File: src/rtl/fsc_pkg.sv
package fsc_pkg;

    localparam int STAT_W = 4;
    localparam int NSTAGE = 4;

    typedef enum logic [STAT_W-1:0] {
        FS_RUN      = 4'd0,
        FS_IDLE     = 4'd1,
        FS_SQUASH   = 4'd2,
        FS_BLOCKED  = 4'd3,
        FS_TRAP     = 4'd4,
        FS_QUIESCE  = 4'd5,
        FS_IC_WAIT  = 4'd6,
        FS_IC_RETRY = 4'd7,
        FS_IC_DONE  = 4'd8
    } fstat_e;

    // Per-thread feedback reduced to the events the rules look at
    typedef struct packed {
        logic cmt_sq;
        logic rob_sq;
        logic dec_sq;
        logic stalled;
    } thr_ev_t;

    function automatic logic in_cache_wait(logic [STAT_W-1:0] s);
        return (s == FS_IC_WAIT) || (s == FS_IC_RETRY);
    endfunction

    function automatic logic is_live(logic [STAT_W-1:0] s);
        return (s == FS_RUN) || (s == FS_SQUASH) || (s == FS_IC_DONE);
    endfunction

endpackage

File: src/rtl/fsc_stall_track.sv
// Sticky per-stage stall bits of one thread. The next-state value is
// exported so that the stall test sees this cycle's pulses.
module fsc_stall_track #(
    parameter int NSTAGE = 4
) (
    input  logic              clk,
    input  logic              rst,
    input  logic              en,
    input  logic [NSTAGE-1:0] set_i,
    input  logic [NSTAGE-1:0] clr_i,
    output logic [NSTAGE-1:0] bits_nxt
);
    logic [NSTAGE-1:0] bits_q;

    for (genvar s = 0; s < NSTAGE; s++) begin : g_stage
        always_comb begin
            bits_nxt[s] = bits_q[s];
            if (en) begin
                if (set_i[s])      bits_nxt[s] = 1'b1;
                else if (clr_i[s]) bits_nxt[s] = 1'b0;
            end
        end

        always_ff @(posedge clk) begin
            if (rst) bits_q[s] <= 1'b0;
            else     bits_q[s] <= bits_nxt[s];
        end
    end
endmodule

File: src/rtl/fsc_thread_rules.sv
// Fixed-priority next-status decision for one thread.
module fsc_thread_rules
    import fsc_pkg::*;
#(
    parameter int PC_W = 32
) (
    input  logic              active,
    input  logic [STAT_W-1:0] cur,
    input  thr_ev_t           ev,
    input  logic [PC_W-1:0]   cmt_pc,
    input  logic [PC_W-1:0]   dec_pc,
    output logic [STAT_W-1:0] nxt,
    output logic              changed,
    output logic              redir_v,
    output logic [PC_W-1:0]   redir_pc,
    output logic              drop
);
    always_comb begin
        nxt      = cur;
        changed  = 1'b0;
        redir_v  = 1'b0;
        redir_pc = '0;
        drop     = 1'b0;
        if (active) begin
            if (ev.cmt_sq) begin
                // commit redirect wins over everything
                nxt      = FS_SQUASH;
                changed  = 1'b1;
                redir_v  = 1'b1;
                redir_pc = cmt_pc;
                drop     = (cur == FS_IC_WAIT);
            end else if (ev.rob_sq) begin

                nxt     = FS_SQUASH;
                changed = 1'b1;
            end else if (ev.dec_sq && (cur != FS_SQUASH)) begin

                nxt      = FS_SQUASH;
                changed  = 1'b1;
                redir_v  = 1'b1;
                redir_pc = dec_pc;
                drop     = (cur == FS_IC_WAIT);
            end else if (ev.stalled && !in_cache_wait(cur)) begin
                // R3; cache-wait states are shielded
                nxt     = FS_BLOCKED;
                changed = 1'b1;
            end else if ((cur == FS_BLOCKED) || (cur == FS_SQUASH)) begin

                nxt     = FS_RUN;
                changed = 1'b1;
            end
        end
    end
endmodule

File: src/rtl/fsc_stage_activity.sv
// Stage-level activity flag, refreshed only on a reported change.
module fsc_stage_activity #(
    parameter int NT = 4
) (
    input  logic          clk,
    input  logic          rst,
    input  logic [NT-1:0] active,
    input  logic [NT-1:0] changed,
    input  logic [NT-1:0] live,
    output logic          stage_active
);
    logic any_change;
    logic any_live;

    assign any_change = |(active & changed);
    assign any_live   = |(active & live);

    always_ff @(posedge clk) begin
        if (rst)             stage_active <= 1'b1;
        else if (any_change) stage_active <= any_live;
    end
endmodule

File: src/rtl/fetch_status_ctrl.sv
module fetch_status_ctrl
    import fsc_pkg::*;
#(
    parameter int NT   = 4,
    parameter int PC_W = 32
) (
    input  logic                 clk,
    input  logic                 rst,
    input  logic [NT-1:0]        thread_active,
    input  logic                 ctx_switch,
    input  logic [NT*NSTAGE-1:0] stall_set,
    input  logic [NT*NSTAGE-1:0] stall_clr,
    input  logic [NT-1:0]        commit_squash,
    input  logic [NT*PC_W-1:0]   commit_pc,
    input  logic [NT-1:0]        rob_squashing,
    input  logic [NT-1:0]        decode_squash,
    input  logic [NT*PC_W-1:0]   decode_pc,
    input  logic [NT*STAT_W-1:0] cur_status,
    output logic [NT*STAT_W-1:0] next_status,
    output logic [NT-1:0]        status_changed,
    output logic [NT-1:0]        redirect_valid,
    output logic [NT*PC_W-1:0]   redirect_pc,
    output logic [NT-1:0]        drop_miss,
    output logic                 stage_active
);
    logic [NT-1:0] live;

    for (genvar t = 0; t < NT; t++) begin : g_thr
        logic [NSTAGE-1:0] bits_nxt;
        thr_ev_t           ev;

        fsc_stall_track #(.NSTAGE(NSTAGE)) u_stall (
            .clk      (clk),
            .rst      (rst),
            .en       (thread_active[t]),
            .set_i    (stall_set[t*NSTAGE +: NSTAGE]),
            .clr_i    (stall_clr[t*NSTAGE +: NSTAGE]),
            .bits_nxt (bits_nxt)
        );

        always_comb begin
            ev.cmt_sq  = commit_squash[t];
            ev.rob_sq  = rob_squashing[t];
            ev.dec_sq  = decode_squash[t];
            ev.stalled = ctx_switch | (|bits_nxt);
        end

        fsc_thread_rules #(.PC_W(PC_W)) u_rules (
            .active   (thread_active[t]),
            .cur      (cur_status[t*STAT_W +: STAT_W]),
            .ev       (ev),
            .cmt_pc   (commit_pc[t*PC_W +: PC_W]),
            .dec_pc   (decode_pc[t*PC_W +: PC_W]),
            .nxt      (next_status[t*STAT_W +: STAT_W]),
            .changed  (status_changed[t]),
            .redir_v  (redirect_valid[t]),
            .redir_pc (redirect_pc[t*PC_W +: PC_W]),
            .drop     (drop_miss[t])
        );

        assign live[t] = is_live(next_status[t*STAT_W +: STAT_W]);
    end

    fsc_stage_activity #(.NT(NT)) u_act (
        .clk          (clk),
        .rst          (rst),
        .active       (thread_active),
        .changed      (status_changed),
        .live         (live),
        .stage_active (stage_active)
    );
endmodule

File: config.mk
export PLATFORM = sky130hd
export DESIGN_NAME = fetch_status_ctrl
export DESIGN_NICKNAME = d
export VERILOG_FILES = /design/src/rtl/fsc_pkg.sv /design/src/rtl/fsc_stall_track.sv /design/src/rtl/fsc_thread_rules.sv /design/src/rtl/fsc_stage_activity.sv /design/src/rtl/fetch_status_ctrl.sv
export SDC_FILE = /design/constraint.sdc
export NUM_CORES = 1
export LEC_CHECK = 0
export ABC_AREA = 1
export BUFFER_PORTS_ARGS = -buffer_cell sky130_fd_sc_hd__clkbuf_2
export CAP_MARGIN = 20
export CORE_AREA = 2 2 186 188
export CTS_CLUSTER_SIZE = 10
export DETAILED_ROUTE_END_ITERATION = 12
export DIE_AREA = 0 0 188 190
export GPL_TIMING_DRIVEN = 0
export PLACE_DENSITY_LB_ADDON = 0.05
export SYNTH_ARGS = -nofsm -noshare
export SYNTH_HDL_FRONTEND = slang
export SYNTH_SLANG_ARGS = --single-unit
File: constraint.sdc
create_clock -name clk -period 1.2 [get_ports clk]
set_input_delay 0 -clock clk [delete_from_list [all_inputs] [get_ports clk]]
set_output_delay 0 -clock clk [all_outputs]
set_load 0.01 [all_outputs]
== After elaboration in Yosys (flattened, before gate mapping) ==
Index checks and enable logic that the tools add are counted.
Storage, ports and cells
  register bits after elaboration: 17
  latch bits: 0
  RAM bits: 0
  ROM bits: 0
  input bits: 323
  output and inout port bits: 157
  logic and storage cells: 233
  memories: 0
Cells by class
  $add $sub $neg: 0
  $mul: 0
  div/mod/pow operators: 0
  magnitude comparators: 0
  equal/unequal tests: 28
  shifts and indexed selects: 0
  muxes and demuxes: 144
  bitwise gates (word level): 6
  reduce and logical (&&, ||, !) cells: 38
Operators with widths (count)
  32-bit two-way mux: 16
  1-bit two-way mux: 104
  4-bit two-way mux: 24
  4-bit by 2-bit equality test with 1-bit output (second input constant): 12
  4-bit by 3-bit equality test with 1-bit output (second input constant): 8
  4-bit OR reduction: 6
  4-bit equality test (second input constant): 4
  4-bit logical NOT: 4
  1-bit logical OR: 16
  4-bit by 2-bit != test with 1-bit output (second input constant): 4
  4-bit bitwise AND: 2
  1-bit logical AND: 8
  1-bit logical NOT: 4
  1-bit OR: 4

== Longest topological paths before layout ==
Gate-level depths: netlist of run 1.
  depth after elaboration: 16
  depth in mapped cells: 14
  mapped depth without buffers: 14

== Hierarchy ==
Synthesis of run 1 repeated with hierarchy kept, for this count alone.
Unflattened totals
  cells, all modules: 756
  area, all modules: 4311.6 µm²
Modules (own cells, without submodules)
  fsc_thread_rules: instances 4, cells each 150, area each 853.3 µm², sequential area each 0.0 µm²
  fsc_stall_track: instances 4, cells each 25, area each 165.2 µm², sequential area each 80.1 µm²
  fetch_status_ctrl: instances 1, cells each 32, area each 125.1 µm², sequential area each 0.0 µm²
  fsc_stage_activity: instances 1, cells each 24, area each 112.6 µm², sequential area each 20.0 µm²

== Worst setup path before layout of run 1 ==
No wires, ideal clock.
  path kind: register to register
  start: reg g_thr[1].u_stall.bits_q[2]
  end: reg u_act.stage_active
  library setup time: 0.116 ns
  data arrival time: 1.182 ns
  required time: 1.084 ns
  path slack: -0.098 ns
  cell stages (with the launch flop): 13
  buffers on the path: 0
  period minus slack after synthesis: 1.298 ns
  path through: dfxtp_1 -> nand2_1 -> nand2_1 -> nor2_1 -> nand3_2 -> nor2_1 -> nor2_1 -> nor2_2 -> nand2_1 -> nand2_1 -> nand2_1 -> o21bai_2 -> nand2_1
Between the ends
  cells in the longest elaborated chain, start to end: 16
  elaborated cells on any way between the ends: 25
  classes of those cells: 2 x eq/ne; 13 x mux; 3 x bitwise; 7 x reduce/logical
RTL lines
  from (decl): line fsc_stall_track.sv:13  | logic [NSTAGE-1:0] bits_q;
  from (signal, indexed assignment): line fsc_stall_track.sv:26  | else bits_q[s] <= bits_nxt[s];
  1-bit two-way mux: line fsc_stall_track.sv:20  | else if (clr_i[s]) bits_nxt[s] = 1'b0;
  1-bit two-way mux: line fsc_stall_track.sv:19  | if (set_i[s]) bits_nxt[s] = 1'b1;
  1-bit two-way mux *: line fsc_stall_track.sv:18  | if (en) begin
  4-bit OR reduction *: line fetch_status_ctrl.sv:45  | ev.stalled = ctx_switch | (|bits_nxt);
  1-bit OR *: line fetch_status_ctrl.sv:45
  1-bit logical AND *: line fsc_thread_rules.sv:43  | end else if (ev.stalled && !in_cache_wait(cur)) begin
  4-bit two-way mux *: line fsc_thread_rules.sv:43
  4-bit two-way mux *: line fsc_thread_rules.sv:36  | end else if (ev.dec_sq && (cur != FS_SQUASH)) begin
  4-bit two-way mux *: line fsc_thread_rules.sv:32  | end else if (ev.rob_sq) begin
  4-bit two-way mux *: line fsc_thread_rules.sv:25  | if (ev.cmt_sq) begin
  4-bit two-way mux *: line fsc_thread_rules.sv:24  | if (active) begin
  via next_status[7]: line fetch_status_ctrl.sv:19  | output logic [NT*STAT_W-1:0] next_status,
  4-bit by 2-bit equality test with 1-bit output or 4-bit logical NOT (tied branches): line fsc_pkg.sv:31  | return (s == FS_RUN) || (s == FS_SQUASH) || (s == FS_IC_DONE);
  1-bit logical OR: line fsc_pkg.sv:31
  1-bit logical OR *: line fsc_pkg.sv:31
  4-bit bitwise AND *: line fsc_stage_activity.sv:16  | assign any_live = |(active & live);
  4-bit OR reduction *: line fsc_stage_activity.sv:16
  to (signal assigned): line fsc_stage_activity.sv:20  | else if (any_change) stage_active <= any_live;
  to (decl): line fsc_stage_activity.sv:10  | output logic stage_active
Mark *: on every way through the listed nets, which the timed path passes. The rest lies on a longest branch.
A chain may end at the register's enable or synchronous reset.

== Worst setup path after layout of run 1 ==
  start: reg g_thr[0].u_stall.bits_q[1]
  end: out status_changed[0]
Between the ends
  cells in the longest elaborated chain, start to end: 11
RTL lines
  from (decl): line fsc_stall_track.sv:13
  from (signal, indexed assignment): line fsc_stall_track.sv:26
  1-bit two-way mux: line fsc_stall_track.sv:20
  1-bit two-way mux: line fsc_stall_track.sv:19
  1-bit two-way mux *: line fsc_stall_track.sv:18
  4-bit OR reduction *: line fetch_status_ctrl.sv:45
  1-bit OR *: line fetch_status_ctrl.sv:45
  1-bit logical AND *: line fsc_thread_rules.sv:43
  1-bit two-way mux *: line fsc_thread_rules.sv:43
  1-bit two-way mux *: line fsc_thread_rules.sv:36
  1-bit two-way mux *: line fsc_thread_rules.sv:32
  1-bit two-way mux *: line fsc_thread_rules.sv:25
  1-bit two-way mux *: line fsc_thread_rules.sv:24
  to (decl): line fetch_status_ctrl.sv:20  | output logic [NT-1:0] status_changed,
Mark *: on every way between the ends. The rest lies on a longest branch, timed or not.

==> results.py, run 1 <==
metrics = {
    "outcome": {
        "status": "finished with violations",
        "violations": "setup timing",
    },
    "sta": {
        "rsz0062_at_grt": "yes",
        "finalSetupViolCount": 21,
        "max-slew-margin-rel_pct": 53.5,
        "slew_violations": 0,
        "finalCritPeriodShare_pct": 129,
        "setup_slack_ns": -0.345,
        "worstMarginPinSlew_ns": 0.698,
        "fin_setup_tns_ns": -4.67,
        "hold_violations": 0,
        "skew_ns": 0.00718,
        "finalCriticalPeriod_ns": 1.54,
        "fmax_ghz": 0.647,
    },
    "critical_path": {
        "critPathSlowestCell": "dfxtp_1",
        "cp_cell_sequence": "nand2_1, nand2_1, nor2_1, nand3_2, nand2_4, inv_2, o21ai_4, inv_1, buf_4, clkbuf_2",
        "start_kind": "flip-flop",
        "r2r_end": "u_act.stage_active",
        "worst_ep_arrival_time_ns": 1.54,
        "cp_common_cell": "nand2_1",
        "cp-end-kind": "output port",
        "required_ns": 1.20,
        "crit_type": "reg -> out",
        "cp_slowest_stage_delay_ns": 0.29,
        "path_max_fanout": 5,
        "worst-r2r-cell-count": 12,
        "ff2ff_setup_slack_ns": -0.32,
        "timing.critical_path.from": "g_thr[0].u_stall.bits_q[1]",
        "r2r_start": "g_thr[3].u_stall.bits_q[2]",
    },
    "detailed_routing": {
        "wl_met1_mm": 9.15,
        "top_layer": "met4",
        "dr.pass1.iters": 4,
        "totalWireLength_mm": 23.1,
        "wl_met3_mm": 1.92,
        "ant_nets": 0,
        "wl_per_cell_um": 13.7,
        "routed_via_density": 3.92,
        "first_iter_violations": 196,
        "dr_wl_met2_mm": 11.9,
        "drc": 0,
        "vias": 6624,
    },
    "floorplan": {
        "start_util_pct": 10.7,
        "rows": 68,
        "fp.dieArea_mm2": 0.0357,
        "pin_count": 480,
        "die-height_um": 190,
        "die_w_um": 188,
        "core_area_mm2": 0.0339,
    },
    "layout": {
        "final_area_mm2": 0.00717,
        "finalNetCount": 1560,
        "areaGrowthSynthToFinish_pct": 96.5,
        "layout_common_cells": "472 x clkbuf_2, 226 x nand2_1, 143 x nand3_1, 140 x a21oi_1",
        "diodes": 0,
        "n_fill_cell": 4059,
        "seqCellArea_um2": 340,
        "final_common_cell": "clkbuf_2",
        "final_util_pct": 21.1,
        "multiInputGateArea_mm2": 0.00298,
        "final_layout_size_suffix_gt1_share_pct": 49.7,
    },
    "worst_hold_path": {
        "whs_path_depth": 3,
        "hold_path.startpoint": "stall_set[13]",
        "min_path_type": "in -> reg",
        "min_to": "g_thr[3].u_stall.bits_q[1]",
    },
    "clocking": {
        "numCtsBuffers": 3,
        "htreeDepth": 1,
        "tritoncts": "built",
        "clkLatencyLatePin_ns": 0.26,
        "path_clk_slew_ns": 0.06,
        "cts_max_path_buffers": 2,
        "clockRootBuffer": "clkbuf_16",
        "clock_sinks": 17,
    },
    "logic_synthesis": {
        "syn_inst": 740,
        "ys_types": 27,
        "synth_nets": 1063,
        "syn_avg_cell_area_um2": 4.93,
        "ys_warn_count": 0,
        "synth_seq_cells": 17,
        "syn_area_mm2": 0.00365,
        "ys_seq_area_share_pct": 9.33,
    },
    "global_route": {
        "grt_util_all_layers_pct": 11.9,
        "grt_pass1_wl_mm": 34.2,
        "overflow": 0,
        "antenna_found_initial": 0,
        "grt_max_degree": 11,
        "grt_pass1_vias": 6169,
    },
    "place": {
        "gp_congestion": 0.781,
        "dp_hpwl_mm": 19.8,
        "placed_cell_area_mm2": 0.00659,
        "post-place-ws_ns": -0.415,
        "io_buffers": 474,
    },
    "power": {
        "p_total_mw": 3.55,
        "pwr_density_cell_mw_per_mm2": 496,
        "ir_worst_vdd_v": 0.000367,
        "power_leakage_nw": 3.87,
    },
    "flow_run": {
        "drv_cap": 0,
    },
}
cell usage after synthesis:
master    count  area, µm²
nand2_4       1       11.3
o21bai_1      2       15.0
nand3b_1      2       15.0
inv_2        13       48.8
o21bai_2      1       11.3
buf_6         4       45.0
nor3_1        4       20.0
nand2_2       6       37.5
nand3_1     143        716
nand2_1     235        882
nor2_4        1       11.3
clkinv_1      1       3.75
o21ai_2       2       17.5
nand3_2       4       40.0
a21oi_1     147        736
buf_1         3       11.3
a21oi_2       4       35.0
nor2_2        7       43.8
nand4_1       6       37.5
dfxtp_1      17        340
and3_1        1       6.26
buf_4        12       90.1
clkbuf_1     50        188
o21ai_0       6       30.0
inv_1        27        101
nor2_1       40        150
buf_2         1       5.00
worst max-delay path, delay by kind of cell (launching register included):
kind,cells,cell delay (ns)
simple gates,5,0.50
buf+inv,4,0.35
flops,1,0.29
compound gates,1,0.14
per-stage QoR:
step                instances  hold slack (ns)
floorplan                 740            0.106
global placement         1669            0.265
detailed placement       1669            0.267
CTS                      1683          0.00203
global route             1691           0.0210
finish                   1691          0.00289
timing repair:
item | 4_1_cts | 5_1_grt
endpoints found under the hold margin | 5 | 0
pin swaps | 20 | 20
hold buffers | 5 | 0
resized for setup | 64 | 107
endpoints found under the setup margin | 146 | 140
buffers inserted | 7 | 9
cells by family (layout without fill, tap and decap cells):
group / count (synthesis) / after routing / synth area share [%]
flops: 17 / 17 / 9.33
buf+inv: 111 / 607 / 13.5
compound gates: 162 / 162 / 23.1
simple gates: 450 / 450 / 54.0
worst max path at each step:
stage | to | depth (start not counted) | slack [ns]
3_5_place_dp | u_act.stage_active | 12 | -0.41
5_1_grt | u_act.stage_active | 12 | -0.50
6_report | status_changed[0] | 10 | -0.34
2_1_floorplan | u_act.stage_active | 12 | -0.1
4_1_cts | u_act.stage_active | 12 | -0.40
3_3_place_gp | u_act.stage_active | 13 | -0.43
metal layers:
layer	up-vias	global-route usage (%)
met2	288	22.6
met5	-	0
met4	0	2.00
met3	5	3.12
met1	2881	13.5
li1	3450	-
final cells by class:
| class | instances | area share, % |
|---|---|---|
| clock buffers | 4 | 1.10 |
| flip-flops and latches | 17 | 4.75 |
| plain buffers | 67 | 6.04 |
| well taps | 455 | 7.94 |
| inverters | 41 | 2.25 |
| multi-input cells | 612 | 41.5 |
| repair buffers | 495 | 36.4 |
power by group:
group          internal (mW)  total [mW]  switching [mW]
sequential             0.600       0.608         0.00855
clock                  0.453       0.717           0.264
combinational           1.01        2.23            1.21
total                   2.07        3.55            1.49
flip-flops by register name (all words and copies together) (netlist names):
name                  flops
g_thr.u_stall.bits_q     16
u_act.stage_active        1
Power figures use the tool's default switching activity.
==> run 2, diff against run 1 <==
==> constraint.sdc (replaced) <==
create_clock -name clk -period 1.2 [get_ports clk]
set_input_delay 0.24 -clock clk [delete_from_list [all_inputs] [get_ports clk]]
set_output_delay 0.24 -clock clk [all_outputs]
set_load 0.01 [all_outputs]
==> run 2 against run 1 <==
  * The run still ends with setup timing left
  * Sequential cell count unchanged
  * Clock skew decreased by 0.0061 ns
  * Combinational power increased by 58%
  * Clock power about the same
  * Cell area increased by 51%
  * Maximum frequency decreased by 7.7%
  * Sequential power increased by 0.8%
  * Sequential share of layout area decreased by 1.5 points
  * Core utilization increased by 11 points
  * Critical path depth decreased by 2
  * Total power increased by 37%
  * Cell count increased by 4.7%
==> results.py, run 2 (synthesis results as in run 1) <==
metrics = {
    "clocking": {
        "clkLatencyLatePin_ns": 0.26,
        "tritoncts": "built",
        "path_clk_slew_ns": 0.06,
        "clock_sinks": 17,
        "numCtsBuffers": 3,
        "cts_max_path_buffers": 2,
        "htreeDepth": 1,
        "clockRootBuffer": "clkbuf_16",
    },
    "sta": {
        "hold_violations": 0,
        "worstMarginPinSlew_ns": 0.594,
        "finalCriticalPeriod_ns": 1.67,
        "finalCritPeriodShare_pct": 139,
        "finalSetupViolCount": 157,
        "fmax_ghz": 0.598,
        "setup_slack_ns": -0.473,
        "fin_setup_tns_ns": -41.66,
        "rsz0062_at_grt": "yes",
        "hold_ws_ns": 0.214,
        "skew_ns": 0.00106,
        "max-slew-margin-rel_pct": 60.4,
        "slew_violations": 0,
    },
    "detailed_routing": {
        "ant_nets": 0,
        "wl_per_cell_um": 14.9,
        "dr.pass1.iters": 4,
        "routed_via_density": 4.03,
        "drc": 0,
        "vias": 7134,
        "first_iter_violations": 130,
        "totalWireLength_mm": 26.5,
    },
    "layout": {
        "final_area_mm2": 0.0108,
        "layout_common_cells": "361 x clkbuf_2, 203 x nand2_1, 132 x a21oi_2, 99 x nand3_2, 76 x buf_2",
        "largest_reg_flops": 16,
        "biggestRegsByFlops": "g_thr.u_stall.bits_q (16), u_act.stage_active (1)",
        "n_fill_cell": 3755,
        "finalNetCount": 1640,
        "layout.cells.non_filler": 1771,
        "final_common_cell": "clkbuf_2",
        "largest_register": "g_thr.u_stall.bits_q",
        "diodes": 0,
        "final_layout_size_suffix_gt1_share_pct": 77.7,
        "areaGrowthSynthToFinish_pct": 196,
    },
    "floorplan": {
        "die-height_um": 190,
        "die_w_um": 188,
        "rows": 68,
        "core_area_mm2": 0.0339,
        "start_util_pct": 10.7,
        "fp.dieArea_mm2": 0.0357,
        "pin_count": 480,
    },
    "place": {
        "dp_hpwl_mm": 20.6,
        "placed_cell_area_mm2": 0.00748,
        "placedCellCount": 1669,
        "io_buffers": 474,
        "gp_congestion": 0.777,
    },
    "global_route": {
        "grt_pass1_vias": 7156,
        "grt_max_degree": 12,
        "grt_pass1_wl_mm": 39.1,
        "grt_util_all_layers_pct": 13.7,
        "overflow": 0,
        "antenna_found_initial": 1,
    },
    "critical_path": {
        "path_max_fanout": 4,
        "required_ns": 0.96,
        "cp-end-kind": "output port",
        "start_kind": "flip-flop",
        "worst_ep_arrival_time_ns": 1.43,
        "crit_type": "reg -> out",
    },
    "outcome": {
        "status": "finished with violations",
        "violations": "setup timing",
    },
    "worst_hold_path": {
        "min_path_type": "in -> reg",
    },
    "power": {
        "ir_worst_vdd_v": 0.000311,
        "pwr_density_cell_mw_per_mm2": 450,
        "p_total_mw": 4.86,
        "power_leakage_nw": 4.96,
    },
    "flow_run": {
        "drv_cap": 0,
    },
}
==> run 2: changes by cell type in the layout (fill, tap and decap cells not counted), moves of 27 or more <==
cell / before / now
a21oi_2: 8 / 132
nand3_2: 4 / 99
nand3_4: 0 / 37
nand3_1: 143 / 11
buf_6: 12 / 42
buf_2: 18 / 76
clkbuf_2: 472 / 361
a21oi_1: 140 / 13
buf_8: 0 / 27
==> run 2: report_power, final <==
group	switching [mW]	total [mW]	internal [mW]
Clock	0.266	0.720	0.454
Sequential	0.0109	0.613	0.602
Combinational	1.74	3.52	1.79
==> run 2: path summary, 6_finish.rpt <==
check        slack (ns)  depth (start not counted)                    endpoint                       start
max               -0.47                          8              next_status[4]  g_thr[1].u_stall.bits_q[2]
min                0.21                          3  g_thr[1].u_stall.bits_q[1]                stall_set[5]
min reg2reg        0.46                          2  g_thr[2].u_stall.bits_q[0]  g_thr[2].u_stall.bits_q[0]
max reg2reg       -0.41                         13          u_act.stage_active  g_thr[2].u_stall.bits_q[1]
==> run 2: what timing repair did <==
action | 4_1_cts | 5_1_grt
pin swaps | 129 | 81
buffers inserted | 79 | 34
endpoints found under the setup margin | 167 | 159
hold endpoints to repair | 0 | 0
gates cloned | 16 | 3
hold buffers | 0 | 0
resized for setup | 316 | 279
==> run 2: worst max-delay path: stages, from the launching register on <==
cell,delay [ns]
dfxtp_1,0.30
nand2_1,0.07
nand2_1,0.07
nor2_2,0.12
nand3_2,0.11
nand2_4,0.11
a21oi_1,0.08
o21bai_1,0.17
clkbuf_2,0.14
==> run 2: layout make-up <==
cell class	instances	area, µm²	area share [%]
multi-input combinational	612	4630	42.9
tap	455	569	5.27
sequential	17	347	3.21
timing repair buffer	586	4050	37.5
timing repair inverter	1	8.76	0.0811
buffer	55	871	8.06
clock buffer	4	78.8	0.730
inverter	41	235	2.18
==> run 2: layer usage <==
layer  GRT usage [%]  wire, µm  up-vias
met1            15.1      9960     3202
met2            26.4     14100      295
li1                -         -     3616
met5               0        13        -
met3            3.15      2030       19
met4            3.15       388        2
==> run 2: through the flow <==
step	setup slack (ns)	util, %
global route	-0.583	31.8
detailed placement	-0.764	22.0
global placement	-0.768	22.0
CTS	-0.521	29.2
floorplan	-0.190	-
finish	-0.473	31.8
==> run 3, diff against run 2 <==
Settings changed: CELL_PAD_IN_SITES_DETAIL_PLACEMENT set to 1, CELL_PAD_IN_SITES_GLOBAL_PLACEMENT set to 1, CORE_AREA 2 2 186 188 to 2 2 189 191, DIE_AREA 0 0 188 190 to 0 0 191 193, SLEW_MARGIN set to 20.
==> run 3 against run 2 <==
  * The flow still finishes with violations (setup timing)
  * Global-route usage is 0.95 points higher
  * Sequential cell count unchanged
  * Critical path type unchanged
  * Cell area is 2.3% higher
  * Wire length up 10%
  * Largest power group unchanged
  * Die area grew 3.2%
==> results.py, run 3 (synthesis results as in run 1) <==
metrics = {
    "sta": {
        "worstMarginPinSlew_ns": 0.419,
        "finalSetupViolCount": 158,
        "hold_ws_ns": 0.236,
        "max-slew-margin-rel_pct": 72.1,
        "hold_violations": 0,
        "skew_ns": 0.00737,
        "rsz0062_at_grt": "yes",
        "finalCriticalPeriod_ns": 1.73,
        "finalCritPeriodShare_pct": 144,
        "fin_setup_tns_ns": -45.81,
        "slew_violations": 0,
        "fmax_ghz": 0.578,
        "setup_slack_ns": -0.531,
    },
    "floorplan": {
        "fp.dieArea_mm2": 0.0369,
        "rows": 69,
        "pin_count": 480,
        "die-height_um": 193,
        "die_w_um": 191,
        "start_util_pct": 10.4,
        "core_area_mm2": 0.0350,
    },
    "critical_path": {
        "ff2ff_setup_slack_ns": -0.47,
        "required_ns": 0.96,
        "worst-r2r-cell-count": 16,
        "cp-end-kind": "output port",
        "worst_ep_arrival_time_ns": 1.49,
        "start_kind": "flip-flop",
        "r2r_end": "u_act.stage_active",
        "r2r_start": "g_thr[0].u_stall.bits_q[1]",
        "path_max_fanout": 4,
        "crit_type": "reg -> out",
    },
    "detailed_routing": {
        "totalWireLength_mm": 29.2,
        "dr.pass1.iters": 4,
        "drc": 0,
        "ant_nets": 0,
        "vias": 7311,
        "first_iter_violations": 112,
        "routed_via_density": 4.08,
        "wl_per_cell_um": 16.3,
    },
    "layout": {
        "layout.cells.non_filler": 1791,
        "final_common_cell": "clkbuf_2",
        "largest_register": "g_thr.u_stall.bits_q",
        "layout_common_cells": "378 x clkbuf_2, 202 x nand2_1, 136 x a21oi_2, 105 x nand3_2, 64 x buf_4",
        "finalNetCount": 1654,
        "biggestRegsByFlops": "g_thr.u_stall.bits_q (16), u_act.stage_active (1)",
        "diodes": 0,
        "final_layout_size_suffix_gt1_share_pct": 78.4,
        "final_area_mm2": 0.0110,
        "largest_reg_flops": 16,
        "final_util_pct": 31.6,
        "areaGrowthSynthToFinish_pct": 203,
    },
    "clocking": {
        "numCtsBuffers": 3,
        "path_clk_slew_ns": 0.06,
        "clock_sinks": 17,
        "cts_max_path_buffers": 2,
        "cts_hold_buf": 0,
        "htreeDepth": 1,
        "clkLatencyLatePin_ns": 0.26,
        "tritoncts": "built",
        "clockRootBuffer": "clkbuf_16",
    },
    "global_route": {
        "antenna_found_initial": 0,
        "grt_pass1_wl_mm": 43.0,
        "grt_util_all_layers_pct": 14.7,
        "grt_pass1_vias": 7652,
        "overflow": 0,
        "grt_max_degree": 11,
    },
    "place": {
        "placedCellCount": 1675,
        "placed_cell_area_mm2": 0.00749,
        "dp_hpwl_mm": 22.5,
        "gp_congestion": 0.735,
        "io_buffers": 474,
        "post-place-ws_ns": -0.750,
    },
    "worst_hold_path": {
        "whs_path_depth": 3,
        "hold_path.startpoint": "stall_set[3]",
        "min_path_type": "in -> reg",
        "min_to": "g_thr[0].u_stall.bits_q[3]",
    },
    "power": {
        "p_total_mw": 4.96,
        "ir_worst_vdd_v": 0.000399,
        "power_leakage_nw": 5.08,
        "pwr_density_cell_mw_per_mm2": 449,
    },
    "outcome": {
        "status": "finished with violations",
        "violations": "setup timing",
    },
    "flow_run": {
        "drv_cap": 0,
    },
}
==> run 3: cell types whose count changed in the layout (fill, tap and decap cells not counted), sizes merged <==
cell | previous run | this run
clkinv | 0 | 3
buf | 223 | 208
inv | 42 | 38
clkbuf | 422 | 452
==> run 3: cell type report <==
class	count	area [µm²]
fill	4293	23900
multi-input combinational	612	4640
timing repair buffer	600	4220
buffer	56	957
tap	461	577
sequential	17	347
inverter	41	226
clock buffer	4	78.8
==> run 3: worst max-delay path by stage <==
stage	end	slack, ns	start	cells past startpoint
2_1_floorplan	u_act.stage_active	-0.19	thread_active[1]	13
3_3_place_gp	redirect_valid[1]	-0.75	thread_active[1]	7
3_5_place_dp	redirect_valid[3]	-0.75	thread_active[3]	7
4_1_cts	next_status[3]	-0.60	g_thr[0].u_stall.bits_q[1]	9
5_1_grt	next_status[12]	-0.62	g_thr[3].u_stall.bits_q[3]	9
6_report	next_status[3]	-0.53	g_thr[0].u_stall.bits_q[1]	9
==> run 3: what timing repair did <==
| action | CTS | global route |
|---|---|---|
| resized for setup | 374 | 228 |
| setup endpoints to repair | 167 | 165 |
| pin swaps | 164 | 90 |
| setup buffers | 97 | 27 |
| cloned | 19 | 3 |
==> run 3: critical path, cell delays in order (launching register included) <==
cell	delay (ns)
dfxtp_1	0.30
nand2_1	0.08
nand2_1	0.07
nor2_2	0.13
nand3_2	0.11
nand2_4	0.11
buf_6	0.11
nand2_4	0.04
a21oi_2	0.13
clkbuf_8	0.15
==> run 3: layer usage <==
| layer | global-route usage, % | wire length, µm |
|---|---|---|
| met1 | 16.9 | 11400 |
| met2 | 27.7 | 15100 |
| met3 | 3.91 | 2500 |
| met4 | 1.67 | 244 |
| met5 | 0 | 0 |
==> run 3: power breakdown <==
group	switching [mW]	total, mW	internal [mW]	leakage [nW]
sequential	0.0120	0.614	0.602	0.142
clock	0.272	0.725	0.453	0.0382
combinational	1.77	3.62	1.85	4.90
total	2.05	4.96	2.90	5.08
